==> src/rtl/exc_ctrl_pkg.sv <==
package exc_ctrl_pkg;

  localparam int STAT_W     = 3;
  localparam int STAT_GIE   = 0;
  localparam int STAT_UMODE = 1;
  localparam int STAT_INEXC = 2;

  typedef enum logic [2:0] {
    IDX_STAT      = 3'd0,
    IDX_EXC_SAVED = 3'd1,
    IDX_BRK_SAVED = 3'd2,
    IDX_IRQ_EN    = 3'd3,
    IDX_IRQ_LVL   = 3'd4
  } csr_idx_e;

  typedef enum logic [2:0] {
    EV_NONE,
    EV_BRK_ENTER,
    EV_EXC_ENTER,
    EV_BRK_LEAVE,
    EV_EXC_LEAVE
  } ev_e;

endpackage

==> src/rtl/exc_ev_dec.sv <==
module exc_ev_dec
  import exc_ctrl_pkg::*;
#(
  parameter int          ADDR_W  = 32,
  parameter logic [31:0] EXC_VEC = 32'h0000_0020,
  parameter logic [31:0] BRK_VEC = 32'h0000_0100
) (
  input  logic              exc_enter_i,
  input  logic              brk_enter_i,
  input  logic              exc_leave_i,
  input  logic              brk_leave_i,
  input  logic [ADDR_W-1:0] exc_ret_addr_i,
  input  logic [ADDR_W-1:0] brk_ret_addr_i,
  output ev_e               ev_o,
  output logic              redirect_o,
  output logic [ADDR_W-1:0] redirect_pc_o
);

  // fixed priority: break entry wins
  always_comb begin
    ev_o          = EV_NONE;
    redirect_pc_o = '0;
    if (brk_enter_i) begin
      ev_o          = EV_BRK_ENTER;
      redirect_pc_o = ADDR_W'(BRK_VEC);
    end else if (exc_enter_i) begin
      ev_o          = EV_EXC_ENTER;
      redirect_pc_o = ADDR_W'(EXC_VEC);
    end else if (brk_leave_i) begin
      ev_o          = EV_BRK_LEAVE;
      redirect_pc_o = brk_ret_addr_i;
    end else if (exc_leave_i) begin
      ev_o          = EV_EXC_LEAVE;
      redirect_pc_o = exc_ret_addr_i;
    end
    redirect_o = (ev_o != EV_NONE);
  end

endmodule

==> src/rtl/exc_state_regs.sv <==
module exc_state_regs
  import exc_ctrl_pkg::*;
#(
  parameter int ADDR_W  = 32,
  parameter bit HAS_MMU = 1'b1
) (
  input  logic              clk_i,
  input  logic              rst_ni,
  input  ev_e               ev_i,
  input  logic [ADDR_W-1:0] fault_pc_i,
  input  logic              wr_en_i,
  input  logic [2:0]        wr_idx_i,
  input  logic [STAT_W-1:0] wr_data_i,
  output logic [STAT_W-1:0] stat_o,
  output logic [STAT_W-1:0] exc_saved_o,
  output logic [STAT_W-1:0] brk_saved_o,
  output logic [ADDR_W-1:0] exc_ret_addr_o,
  output logic [ADDR_W-1:0] brk_ret_addr_o
);

  localparam logic [STAT_W-1:0] STAT_MASK  = HAS_MMU ? 3'b111 : 3'b001;
  localparam logic [STAT_W-1:0] ENTER_STAT = HAS_MMU ? 3'b100 : 3'b000;

  logic [STAT_W-1:0] stat_q, exc_saved_q, brk_saved_q;
  logic [ADDR_W-1:0] exc_ret_q, brk_ret_q;
  logic [ADDR_W-1:0] ret_addr;
  logic              frozen;

  assign ret_addr = fault_pc_i + ADDR_W'(4);
  assign frozen   = HAS_MMU && stat_q[STAT_INEXC];

  always_ff @(posedge clk_i or negedge rst_ni) begin
    if (!rst_ni) begin
      stat_q      <= '0;
      exc_saved_q <= '0;
      brk_saved_q <= '0;
      exc_ret_q   <= '0;
      brk_ret_q   <= '0;
    end else begin
      if (wr_en_i) begin
        case (wr_idx_i)
          IDX_STAT:      stat_q      <= wr_data_i & STAT_MASK;
          IDX_EXC_SAVED: exc_saved_q <= wr_data_i & STAT_MASK;
          IDX_BRK_SAVED: brk_saved_q <= wr_data_i & STAT_MASK;
          default: ;
        endcase
      end
      // events override a same-cycle software write
      case (ev_i)
        EV_EXC_ENTER: begin
          if (!frozen) begin
            exc_saved_q <= stat_q;
            exc_ret_q   <= ret_addr;
          end
          stat_q <= ENTER_STAT;
        end
        EV_BRK_ENTER: begin
          brk_saved_q <= stat_q;
          brk_ret_q   <= ret_addr;
          stat_q      <= ENTER_STAT;
        end
        EV_EXC_LEAVE: stat_q <= exc_saved_q;
        EV_BRK_LEAVE: stat_q <= brk_saved_q;
        default: ;
      endcase
    end
  end

  assign stat_o         = stat_q;
  assign exc_saved_o    = exc_saved_q;
  assign brk_saved_o    = brk_saved_q;
  assign exc_ret_addr_o = exc_ret_q;
  assign brk_ret_addr_o = brk_ret_q;

endmodule

==> src/rtl/exc_irq_unit.sv <==
module exc_irq_unit #(
  parameter int NUM_IRQ = 32
) (
  input  logic               clk_i,
  input  logic               rst_ni,
  input  logic               en_we_i,
  input  logic [NUM_IRQ-1:0] en_wdata_i,
  input  logic [NUM_IRQ-1:0] irq_i,
  input  logic               gie_i,
  output logic [NUM_IRQ-1:0] irq_en_o,
  output logic               irq_req_o
);

  logic [NUM_IRQ-1:0] en_q;
  logic [NUM_IRQ-1:0] hit;

  always_ff @(posedge clk_i or negedge rst_ni) begin
    if (!rst_ni)      en_q <= '0;
    else if (en_we_i) en_q <= en_wdata_i;
  end

  for (genvar g = 0; g < NUM_IRQ; g++) begin : g_line
    assign hit[g] = en_q[g] & irq_i[g];
  end

  assign irq_req_o = gie_i & (|hit);
  assign irq_en_o  = en_q;

endmodule

==> src/rtl/exc_ctrl_unit.sv <==
module exc_ctrl_unit
  import exc_ctrl_pkg::*;
#(
  parameter int          ADDR_W  = 32,
  parameter int          DATA_W  = 32,
  parameter int          NUM_IRQ = 32,
  parameter bit          HAS_MMU = 1'b1,
  parameter logic [31:0] EXC_VEC = 32'h0000_0020,
  parameter logic [31:0] BRK_VEC = 32'h0000_0100
) (
  input  logic               clk_i,
  input  logic               rst_ni,
  input  logic [2:0]         csr_idx_i,
  input  logic               csr_we_i,
  input  logic [DATA_W-1:0]  csr_wdata_i,
  output logic [DATA_W-1:0]  csr_rdata_o,
  input  logic [NUM_IRQ-1:0] irq_i,
  output logic               irq_req_o,
  input  logic               exc_enter_i,
  input  logic               brk_enter_i,
  input  logic               exc_leave_i,
  input  logic               brk_leave_i,
  input  logic [ADDR_W-1:0]  fault_pc_i,
  output logic               redirect_o,
  output logic [ADDR_W-1:0]  redirect_pc_o
);

  ev_e               ev;
  logic [STAT_W-1:0] stat_q, exc_saved_q, brk_saved_q;
  logic [ADDR_W-1:0] exc_ret_q, brk_ret_q;
  logic [NUM_IRQ-1:0] irq_en_q;
  logic              en_we;

  exc_ev_dec #(
    .ADDR_W (ADDR_W),
    .EXC_VEC(EXC_VEC),
    .BRK_VEC(BRK_VEC)
  ) u_dec (
    .exc_enter_i   (exc_enter_i),
    .brk_enter_i   (brk_enter_i),
    .exc_leave_i   (exc_leave_i),
    .brk_leave_i   (brk_leave_i),
    .exc_ret_addr_i(exc_ret_q),
    .brk_ret_addr_i(brk_ret_q),
    .ev_o          (ev),
    .redirect_o    (redirect_o),
    .redirect_pc_o (redirect_pc_o)
  );

  exc_state_regs #(
    .ADDR_W (ADDR_W),
    .HAS_MMU(HAS_MMU)
  ) u_regs (
    .clk_i         (clk_i),
    .rst_ni        (rst_ni),
    .ev_i          (ev),
    .fault_pc_i    (fault_pc_i),
    .wr_en_i       (csr_we_i),
    .wr_idx_i      (csr_idx_i),
    .wr_data_i     (csr_wdata_i[STAT_W-1:0]),
    .stat_o        (stat_q),
    .exc_saved_o   (exc_saved_q),
    .brk_saved_o   (brk_saved_q),
    .exc_ret_addr_o(exc_ret_q),
    .brk_ret_addr_o(brk_ret_q)
  );

  assign en_we = csr_we_i && (csr_idx_i == IDX_IRQ_EN);

  exc_irq_unit #(
    .NUM_IRQ(NUM_IRQ)
  ) u_irq (
    .clk_i     (clk_i),
    .rst_ni    (rst_ni),
    .en_we_i   (en_we),
    .en_wdata_i(csr_wdata_i[NUM_IRQ-1:0]),
    .irq_i     (irq_i),
    .gie_i     (stat_q[STAT_GIE]),
    .irq_en_o  (irq_en_q),
    .irq_req_o (irq_req_o)
  );

  always_comb begin
    case (csr_idx_i)
      IDX_STAT:      csr_rdata_o = DATA_W'(stat_q);
      IDX_EXC_SAVED: csr_rdata_o = DATA_W'(exc_saved_q);
      IDX_BRK_SAVED: csr_rdata_o = DATA_W'(brk_saved_q);
      IDX_IRQ_EN:    csr_rdata_o = DATA_W'(irq_en_q);
      IDX_IRQ_LVL:   csr_rdata_o = DATA_W'(irq_i);
      default:       csr_rdata_o = '0;
    endcase
  end

endmodule

==> config.mk <==
export PLATFORM = sky130hd
export DESIGN_NAME = exc_ctrl_unit
export DESIGN_NICKNAME = d
export VERILOG_FILES = /design/src/rtl/exc_ctrl_pkg.sv /design/src/rtl/exc_ev_dec.sv /design/src/rtl/exc_state_regs.sv /design/src/rtl/exc_irq_unit.sv /design/src/rtl/exc_ctrl_unit.sv
export SDC_FILE = /design/constraint.sdc
export NUM_CORES = 1
export LEC_CHECK = 0
export ABC_AREA = 0
export BUFFER_PORTS_ARGS = -buffer_cell sky130_fd_sc_hd__clkbuf_2
export CORE_MARGIN = 4
export CORE_UTILIZATION = 35
export DETAILED_ROUTE_END_ITERATION = 8
export GPL_TIMING_DRIVEN = 0
export PLACE_DENSITY = 0.66
export SYNTH_ARGS = -nofsm -noshare
export SYNTH_HDL_FRONTEND = slang
export SYNTH_SLANG_ARGS = --single-unit
==> constraint.sdc <==
create_clock -name clk_i -period 1.58 [get_ports clk_i]
set_input_delay 0.158 -clock clk_i [delete_from_list [all_inputs] [get_ports clk_i]]
set_output_delay 0.158 -clock clk_i [all_outputs]
set_load 0.01 [all_outputs]
Word level (Yosys, flattened, before mapping)
Index checks and enable logic that the tools add are counted.
{ "word_totals": {"regBits": 105, "latch_bits": 0, "mem_bits_rw": 0, "romBits": 0, "input_bits": 106, "word_cells": 80, "n_memories": 0} }
{ "classes": {"n_addsub": 1, "n_mul": 0, "n_div": 0, "order_cmp": 0, "n_eq_ne": 8, "shift": 0, "mux": 19, "bitwise": 34, "reduce_logical": 12} }
{ "ops": {"columns": ["cell", "count"], "rows": [
  ["$pmux 32 s5", 1],
  ["$mux 32", 4],
  ["$mux 3", 13],
  ["$and 1x1->1", 33],
  ["$add 32x3->32 const B", 1],
  ["$reduce_or 32->1", 1],
  ["$eq 3x2->1 const B", 4],
  ["$pmux 3 s3", 1],
  ["$reduce_bool 4->1", 2],
  ["$eq 3x1->1 const B", 2],
  ["$eq 3x3->1 const B", 2],
  ["$reduce_and 2->1", 3],
  ["$reduce_bool 2->1", 2],
  ["$logic_not 3->1", 1],
  ["$reduce_bool 3->1", 1],
  ["$reduce_or 2->1", 1],
  ["$logic_and 1x1->1", 1],
  ["$not 1->1", 1]
]} }

Longest topological paths before layout
Gate-level depths: netlist (run 1).
{ "logic_depth": {"depth_word": 8, "ltp_mapped": 6} }

Hierarchy
From an unflattened synthesis (run 1), not the netlist that was laid out.
{ "hier_totals": {"hier_cells": 641, "hier_area_um2": 6025.8} }
{ "by_module_without_submodules": {"columns": ["mod", "instances", "cells_per_inst", "area_each_um2", "seq_area_each_um2"], "rows": [
  ["exc_state_regs", 1, 379, 3567.2, 1826.8],
  ["exc_irq_unit", 1, 89, 1347.5, 800.8],
  ["exc_ev_dec", 1, 116, 636.9, 0.0],
  ["exc_ctrl_unit", 1, 57, 474.2, 0.0]
]} }

Worst setup path before layout (run 1)
No wires, ideal clock.
{ "synth_timing": {"path_kind": "register to register", "from": "reg u_regs.stat_q[2], in the netlist u_regs.stat_o[2]", "to": "reg u_regs.exc_ret_q[19], in the netlist u_regs.exc_ret_addr_o[19]", "arrival_time_ps": 1516, "path_slack_ps": -5, "stages_incl_launch_ff": 5, "n_path_buf": 1, "synth_period_minus_slack_ps": 1585, "path_cell_list": "dfrtp_1 or3b_1 clkbuf_1 or4_1 nand3_1"} }
{ "synth_via": {"elab_chain_cells": 2} }
{ "synth_rtl": {"columns": ["element", "line_no", "rtl"], "rows": [
  ["start, declared", "exc_state_regs.sv:24", "logic [STAT_W-1:0] stat_q, exc_saved_q, brk_saved_q;"],
  ["start signal, assigned", "exc_state_regs.sv:42", "IDX_STAT: stat_q <= wr_data_i & STAT_MASK;"],
  ["start signal, assigned", "exc_state_regs.sv:62", "EV_EXC_LEAVE: stat_q <= exc_saved_q;"],
  ["start signal, assigned", "exc_state_regs.sv:63", "EV_BRK_LEAVE: stat_q <= brk_saved_q;"],
  ["$not 1->1 (no source line)", null, null],
  ["$reduce_and 2->1 (no source line)", null, null],
  ["end signal, assigned", "exc_state_regs.sv:53", "exc_ret_q <= ret_addr;"],
  ["end, declared", "exc_state_regs.sv:25", "logic [ADDR_W-1:0] exc_ret_q, brk_ret_q;"]
]} }
Every way passes these cells.
A chain may end at the register's enable or synchronous reset.

Worst setup path after layout (run 1)
{ "layout_timing": {"from": "reg u_irq.en_q[9], in the netlist u_irq.irq_en_o[9]", "to": "out irq_req_o"} }
{ "layout_via": {"elab_chain_cells": 3} }
{ "layout_rtl": {"columns": ["element", "line_no", "rtl"], "rows": [
  ["start, declared", "exc_irq_unit.sv:14", "logic [NUM_IRQ-1:0] en_q;"],
  ["start signal, assigned", "exc_irq_unit.sv:19", "else if (en_we_i) en_q <= en_wdata_i;"],
  ["$and 1x1->1", "exc_irq_unit.sv:23", "assign hit[g] = en_q[g] & irq_i[g];"],
  ["$reduce_or 32->1", "exc_irq_unit.sv:26", "assign irq_req_o = gie_i & (|hit);"],
  ["$and 1x1->1", "exc_irq_unit.sv:26", null],
  ["end, declared", "exc_ctrl_unit.sv:18", "output logic irq_req_o,"]
]} }
Every way passes these cells.

==> results.md, run 1 <==
- Run status: finished, violations left
- Violated checks: setup timing
- Total die area: ~0.019 mm2
- Worst hold path cell count: 3
- Area grow syn2layout: 33.4%
- Post-synthesis cell type with the largest combined area: sky130_fd_sc_hd__dfrtp_1
- Fraction of final layout cells sized beyond drive strength 1: ~40%
- Most frequent cell after synthesis: sky130_fd_sc_hd__dfrtp_1
- Required time of the worst setup path: between 1 and 1.5 ns
- Via count of the first global-routing pass: 5,504
- Root buf cell: sky130_fd_sc_hd__clkbuf_16
- Share of synthesized registers carrying an async set or reset: 100%
- Final Max Slew Viols: 0
- Residual overflow from global routing: 0
- Worst hold start: fault_pc_i[0]
- Wire length reported by the detailed router: 19.0 mm
- DIE WIDTH: approximately 140 um
- WP data arrival: 1.66 ns
- Largest vdd supply drop: ~0.51 mV
- Starting density of the core: between 30% and 40%
- Average wire per standard cell: about 19 um
- Global-route wire length before repair: between 20 and 30 mm
- Count of buffers from port buffering: around 170
- Number of register bits inferred by synthesis: ~110
- Sequential area share after synthesis: between 40% and 50%
- Fillers: 1,582
- Final setup violating endpoints: 3
- Detailed Route Iter0 Violations: around 300
- Nature of the critical path endpoint: primary output
- Placed inst area: between 0.006 and 0.007 mm2
- Slew Limit Headroom: 41.8%
- Longest Clk Path Bufs: 2
- Count of yosys warnings during synthesis: 0
- Routed vias/inst: roughly 5.7
- Post-layout min period: 1.82 ns
- Detail Route Antenna Nets: 0
- Clock-pin transition on the worst setup and hold timing paths: roughly 0.070 ns
- Chip Height: roughly 140 um
- Kind of start point of the critical path: flip-flop
- Tcrit/Tclk final: 115%
- Cell area after layout: about 0.0077 mm2
- ANT cells: 0
- Insertion delay to the later sink of the worst-skew pair: approximately 0.35 ns
- Net count of the mapped netlist: a little under 700
- Number of enable-type register cells in the synthesized netlist: 0
- Total clock buffers created by CTS: 9
- Synth Area in Compound Gates: a little over a fifth
- Number of design rule violations left after detail routing: 0
- Max_cap viols: 0
- Top cell type's share of synthesized area: between 40% and 50%
- Number of placement rows: between 40 and 50
- Setup TNS: -0.301 ns
- Actual transition at the worst max-transition pin: 0.873 ns
- PnR Total Power: approximately 7.2 mW
- Timing-limited maximum frequency: 549 MHz
- Iteration count of the initial detailed-routing pass: 4
- CTS H-tree depth: 3
- Destination of the worst hold path: u_regs.exc_ret_addr_o[0]$_DFFE_PN0P_
- Global placer's final weighted congestion: about 0.86
- Pin count of the biggest net entering global routing: between 100 and 150
- Path type of the worst min-delay path: in2reg
- Leading cell types by count after synthesis: sky130_fd_sc_hd__dfrtp_1, sky130_fd_sc_hd__a22o_1, sky130_fd_sc_hd__nand2_1, sky130_fd_sc_hd__nor2_1, sky130_fd_sc_hd__mux2_2
- Routed vias: between 5k and 6k
- Xor/xnor cell area share of the yosys netlist: 1.82%
- Cells on worst reg2reg path: 5
- Initial antenna violation count: 0
- Leakage dissipation: roughly 3.5 nW
- Setup CP Type: reg2out
- Syn Inst Count: 580
- Simple-Gate Fraction of Synth Area: 17.2%
- Net count reported at finish: 885
- Unrepaired setup endpoints after global routing: true
- Avg Cell Area, Syn: between 9 and 10 um2
- Setup slack after layout: -0.243 ns
- Adder and majority cell fraction of the synthesized area: less than 1%
- Capture instance of the worst register-to-register path: u_regs.exc_ret_addr_o[27]$_DFFE_PN0P_
- Combinational family with the most area after synthesis: compound AO/OA/AOI/OAI gates
- Reg-to-reg critical path startpoint: u_regs.stat_o[2]$_DFFE_PN0P_
- Overall Global Routing Usage: approximately 20%
- Reg2Reg Setup Slack: -0.05 ns
- Highest fanout seen on the critical path: 3
- Fin Clk Skew: ~0.011 ns
- Top-level I/O count: around 170
- Floorplan core area: around 0.016 mm2
- Number of library cell types mapped by synthesis: 55
- Clock tree from TritonCTS: done
- Power density cells: 941 mW/mm2
- Final hold viol count: 0
- Proportion of synthesized area in mux cells: 9.83%
- Ranking of synthesized cells by area: sky130_fd_sc_hd__dfrtp_1, sky130_fd_sc_hd__a22o_1, sky130_fd_sc_hd__mux2_2
- Number of clock sinks: 105
- Netlist Area Pre-Place: about 0.0058 mm2
- Top flip-flop cell by instance count after synthesis: sky130_fd_sc_hd__dfrtp_1
- HPWL after DPL: 13.6 mm
logic make-up (layout without fill, tap and decap cells):
kind of cell,Yosys count,in the layout
AND/OR/NAND/NOR,190,190
AO/OA/AOI/OAI,168,168
flip-flops,105,105
multiplexers,52,52
buffers and inverters,52,255
XOR/XNOR,12,12
adder cells (fa/ha/maj),1,1
where the power goes:
part / leakage [nW] / internal [mW] / switching, mW
Clock: 0.142 / 1.16 / 1.05
Combinational: 2.13 / 0.764 / 0.763
Sequential: 1.25 / 3.17 / 0.337
Total: 3.52 / 5.09 / 2.15
metrics by stage:
stage                     util, %  worst slack [ns]  hold slack [ns]  cells
after floorplan                 -           0.00641           -0.138    580
after global placement       42.9             -1.17            0.372    961
after detailed placement     43.0            -0.569            0.333    961
after CTS                    47.1            -0.259          0.00987    994
after global routing         48.1            -0.302           0.0189    999
final                        48.1            -0.243           0.0194    999
how the worst max path moves through the flow:
stage          depth (start not counted)                               endpoint                           from  slack [ns]
5_1_grt                                4                              irq_req_o  u_irq.irq_en_o[9]$_DFFE_PN0P_       -0.30
4_1_cts                                4                              irq_req_o  u_irq.irq_en_o[7]$_DFFE_PN0P_       -0.26
6_report                               4                              irq_req_o  u_irq.irq_en_o[9]$_DFFE_PN0P_       -0.24
3_3_place_gp                           1  u_regs.exc_ret_addr_o[24]$_DFFE_PN0P_                         rst_ni       -1.17
2_1_floorplan                          5           u_regs.stat_o[0]$_DFFE_PN0P_                   csr_idx_i[0]       0.006
3_5_place_dp                           6                      redirect_pc_o[30]                    brk_enter_i       -0.57
layout make-up:
type / count / area [um2] / share of cell area, %
Inverter: 11 / 41.3 / 0.537
Sequential cell: 105 / 2630 / 34.2
Clock inverter: 5 / 35.0 / 0.455
Clock buffer: 11 / 253 / 3.28
Timing Repair Buffer: 187 / 1060 / 13.8
Buffer: 41 / 352 / 4.57
Multi-Input combinational cell: 423 / 3050 / 39.7
Tap cell: 216 / 270 / 3.51
placed cells by master (no fill, tap or decap), types with 5 or more instances in the layout:
master | netlist | routed
sky130_fd_sc_hd__nor2_1 | 48 | 44
sky130_fd_sc_hd__nand4_1 | 17 | 17
sky130_fd_sc_hd__a22oi_1 | 17 | 5
sky130_fd_sc_hd__xor2_1 | 5 | 5
sky130_fd_sc_hd__mux2_2 | 37 | 37
sky130_fd_sc_hd__xnor2_1 | 7 | 7
sky130_fd_sc_hd__clkbuf_4 | 0 | 7
sky130_fd_sc_hd__o31ai_1 | 6 | 5
sky130_fd_sc_hd__a31oi_1 | 22 | 22
sky130_fd_sc_hd__inv_1 | 11 | 11
sky130_fd_sc_hd__o22ai_1 | 5 | 5
sky130_fd_sc_hd__a22oi_2 | 0 | 12
sky130_fd_sc_hd__clkbuf_8 | 1 | 11
sky130_fd_sc_hd__or4_1 | 7 | 6
sky130_fd_sc_hd__a21oi_1 | 16 | 16
sky130_fd_sc_hd__mux2i_1 | 15 | 15
sky130_fd_sc_hd__o21ai_0 | 24 | 24
sky130_fd_sc_hd__clkbuf_16 | 0 | 10
sky130_fd_sc_hd__buf_2 | 4 | 9
sky130_fd_sc_hd__nand3_1 | 27 | 24
sky130_fd_sc_hd__buf_6 | 3 | 7
sky130_fd_sc_hd__o211ai_1 | 6 | 6
sky130_fd_sc_hd__a22o_1 | 59 | 59
sky130_fd_sc_hd__buf_4 | 2 | 18
sky130_fd_sc_hd__clkbuf_2 | 0 | 164
sky130_fd_sc_hd__dfrtp_1 | 105 | 104
sky130_fd_sc_hd__nand2_1 | 48 | 48
flip-flops by register name (all words and copies together), names as in the netlist:
signal	flops
u_irq.irq_en_o	32
u_regs.brk_ret_addr_o	32
u_regs.exc_ret_addr_o	32
u_regs.brk_saved_o	3
u_regs.exc_saved_o	3
u_regs.stat_o	3
worst max-delay path: stages (launching register included):
cell and delay [ns]:
sky130_fd_sc_hd__dfrtp_1 0.41, sky130_fd_sc_hd__a22oi_2 0.21, sky130_fd_sc_hd__nand4_1 0.12, sky130_fd_sc_hd__o41a_1 0.43, sky130_fd_sc_hd__buf_2 0.15
repair_timing:
item / CTS / global route
hold buffers: 1 / 0
resized for setup: 69 / 53
gates cloned: 4 / 0
endpoints found under the setup margin: 91 / 80
setup buffers: 12 / 5
hold endpoints to repair: 105 / 0
pin swaps: 25 / 15
layer usage:
| layer | vias to the layer above | wire length, um | track usage [%] |
|---|---|---|---|
| li1 | 2611 | - | - |
| met1 | 2784 | 8010 | 25.5 |
| met2 | 246 | 9180 | 34.2 |
| met3 | 19 | 1520 | 5.03 |
| met4 | 0 | 252 | 5.60 |
| met5 | - | 0 | 0 |
No activity file was read; power rests on OpenSTA's default activity.
==> run 2: changes to the inputs <==
- HOLD_SLACK_MARGIN: unset -> 0.02
==> run 2 against run 1 <==
Effect of this change: the flow still finishes with violations (setup timing); highest routed layer unchanged; global-route usage about the same; worst setup slack worse by 0.023 ns; first-iteration DRC count up 7.0%; sequential power about the same; critical endpoint unchanged; register-to-register slack about the same; clock skew about the same.
==> results.md, run 2 (synthesized netlist as in run 1, its figures left out) <==
- Fraction of final layout cells sized beyond drive strength 1: 39.9% (was 40.0%)
- PnR Total Power: 7.24 mW (about the same)
- End-of-flow core utilization: 48.2% (was 48.1%)
- Unrepaired setup endpoints after global routing: true (unchanged)
- Clock tree from TritonCTS: done (unchanged)
- Slew Limit Headroom: 42.9% (was 41.8%)
- Average wire per standard cell: 19.0 um (about the same)
- Total die area: 0.0186 mm2 (unchanged)
- Final setup violating endpoints: 3 (unchanged)
- Root buf cell: sky130_fd_sc_hd__clkbuf_16 (unchanged)
- Reg-to-reg critical path startpoint: u_regs.stat_o[2]$_DFFE_PN0P_ (unchanged)
- Number of clock sinks: 105 (unchanged)
- Nature of the critical path endpoint: primary output (unchanged)
- Routed vias/inst: 5.65 (was 5.67)
- Cell area after layout: 0.00771 mm2 (was 0.00769 mm2)
- Most used cells in the layout excluding fill and tap cells: sky130_fd_sc_hd__clkbuf_2, sky130_fd_sc_hd__dfrtp_1, sky130_fd_sc_hd__a22o_1, sky130_fd_sc_hd__nand2_1, sky130_fd_sc_hd__nor2_1 (unchanged)
- Area grow syn2layout: 33.8% (was 33.4%)
- CTS H-tree depth: 3 (unchanged)
- Setup slack after layout: -0.265 ns (was -0.243 ns)
- Path type of the worst min-delay path: in2reg (unchanged)
- Insertion delay to the later sink of the worst-skew pair: 0.35 ns (about the same)
- Post-layout min period: 1.85 ns (was 1.82 ns)
- Clock-pin transition on the worst setup and hold timing paths: 0.07 ns (about the same)
- Initial antenna violation count: 0 (unchanged)
- Via count of the first global-routing pass: 5,532 (was 5,504)
- Detailed Route Iter0 Violations: 322 (was 301)
- Worst path depth: 4 (unchanged)
- Filler-free cell count of the finished design: 1,001 (was 999)
- Cell type of the slowest stage on the worst timing path: sky130_fd_sc_hd__o41a_1 (unchanged)
- Fin Clk Skew: 0.0112 ns (about the same)
- Final hold viol count: 0 (unchanged)
- Top-level I/O count: 172 (unchanged)
- Setup CP Type: reg2out (unchanged)
- Cell count after placement: 961 (unchanged)
- Pin count of the biggest net entering global routing: 106 (unchanged)
- DIE WIDTH: 136 um (unchanged)
- ANT cells: 0 (unchanged)
- Total buffers and inverters traversed by the critical path: 1 (unchanged)
- Critical-path cell list: a22oi_2 > nand4_1 > o41a_1 > buf_2 (unchanged)
- Family with the most delay on the worst path: compound AO/OA/AOI/OAI gates (unchanged)
- Timing-limited maximum frequency: 542 MHz (was 549 MHz)
- Commonest non-fill, non-tap cell in the layout: sky130_fd_sc_hd__clkbuf_2 (unchanged)
- Number of design rule violations left after detail routing: 0 (unchanged)
- Required time of the worst setup path: 1.42 ns (about the same)
- Leakage dissipation: 3.53 nW (was 3.52 nW)
- Kind of start point of the critical path: flip-flop (unchanged)
- Final Max Slew Viols: 0 (unchanged)
- Violated checks: setup timing (unchanged)
- Chip Height: 136 um (unchanged)
- Power density cells: 939 mW/mm2 (was 941 mW/mm2)
- Residual overflow from global routing: 0 (unchanged)
- Tcrit/Tclk final: 117% (was 115%)
- Largest vdd supply drop: 0.506 mV (about the same)
- Worst hold margin: 0.0348 ns (was 0.0194 ns)
- Placement-stage worst setup slack: -0.569 ns (unchanged)
- Highest fanout seen on the critical path: 3 (unchanged)
- WP data arrival: 1.69 ns (was 1.66 ns)
- Longest Clk Path Bufs: 2 (unchanged)
- Max incr delay on CP: 0.43 ns (about the same)
- Max_cap viols: 0 (unchanged)
- Wire length reported by the detailed router: 19.0 mm (about the same)
- Global-route wire length before repair: 29.3 mm (was 29.2 mm)
- Capture instance of the worst register-to-register path: u_regs.exc_ret_addr_o[27]$_DFFE_PN0P_ (unchanged)
- Global placer's final weighted congestion: 0.862 (unchanged)
- Placed inst area: 0.00687 mm2 (unchanged)
- Setup TNS: -0.324 ns (was -0.301 ns)
- Number of placement rows: 46 (unchanged)
- Actual transition at the worst max-transition pin: 0.857 ns (was 0.873 ns)
- Net count reported at finish: 887 (was 885)
- HPWL after DPL: 13.6 mm (unchanged)
- Detail Route Antenna Nets: 0 (unchanged)
- Overall Global Routing Usage: 20.2% (was 20.1%)
- CP startpoint: u_irq.irq_en_o[9]$_DFFE_PN0P_ (unchanged)
- End of the critical path: irq_req_o (unchanged)
- Floorplan core area: 0.0160 mm2 (unchanged)
- Iteration count of the initial detailed-routing pass: 5 (was 4)
- Starting density of the core: 36.0% (unchanged)
- Routed vias: 5,655 (was 5,660)
- Count of buffers from port buffering: 165 (unchanged)
- Reg2Reg Setup Slack: -0.06 ns (was -0.05 ns)
- Total clock buffers created by CTS: 9 (unchanged)
- Run status: finished, violations left (unchanged)
- Cells on worst reg2reg path: 5 (unchanged)
[run 2: changes by cell type in the layout (fill, tap and decap cells not counted)]
cell                            change
sky130_fd_sc_hd__dlygate4sd3_1      +2
[run 2: how the worst min path moves through the flow]
stage / start / endpoint / cells past startpoint
finish: csr_wdata_i[26] / u_irq.irq_en_o[26]$_DFFE_PN0P_ / 2
global route: csr_wdata_i[14] / u_irq.irq_en_o[14]$_DFFE_PN0P_ / 2
CTS: csr_wdata_i[8] / u_irq.irq_en_o[8]$_DFFE_PN0P_ / 2
detailed placement: rst_ni / u_irq.irq_en_o[15]$_DFFE_PN0P_ / 1
global placement: fault_pc_i[0] / u_regs.exc_ret_addr_o[0]$_DFFE_PN0P_ / 3
floorplan: rst_ni / u_irq.irq_en_o[0]$_DFFE_PN0P_ / 0
[run 2: area by class of cell]
type / count / area (um2)
fill: 1582 / 8290
multi-input combinational: 423 / 3050
sequential: 105 / 2630
timing repair buffer: 189 / 1080
buffer: 41 / 352
tap: 216 / 270
clock buffer: 11 / 253
inverter: 11 / 41.3
clock inverter: 5 / 35.0
[run 2: repair_timing]
| item | 4_1_cts | 5_1_grt |
|---|---|---|
| gates resized for setup | 69 | 53 |
| pin swaps | 25 | 15 |
| endpoints found under the setup margin | 91 | 80 |
| setup buffers | 12 | 5 |
| gates cloned | 4 | 0 |
| hold endpoints to repair | 107 | 0 |
| hold buffers | 3 | 0 |
[run 2: power by group]
group | leakage, nW | internal, mW | switching, mW
registers | 1.25 | 3.17 | 0.337
clock network | 0.142 | 1.16 | 1.04
logic | 2.14 | 0.767 | 0.765
[run 2: per-layer routing]
layer	track usage (%)	share of wire (%)	vias up
li1	-	-	2613
met1	25.5	42	2772
met2	34.4	48	249
met3	5.03	8.1	21
met4	5.60	1.4	0
met5	0	0	-
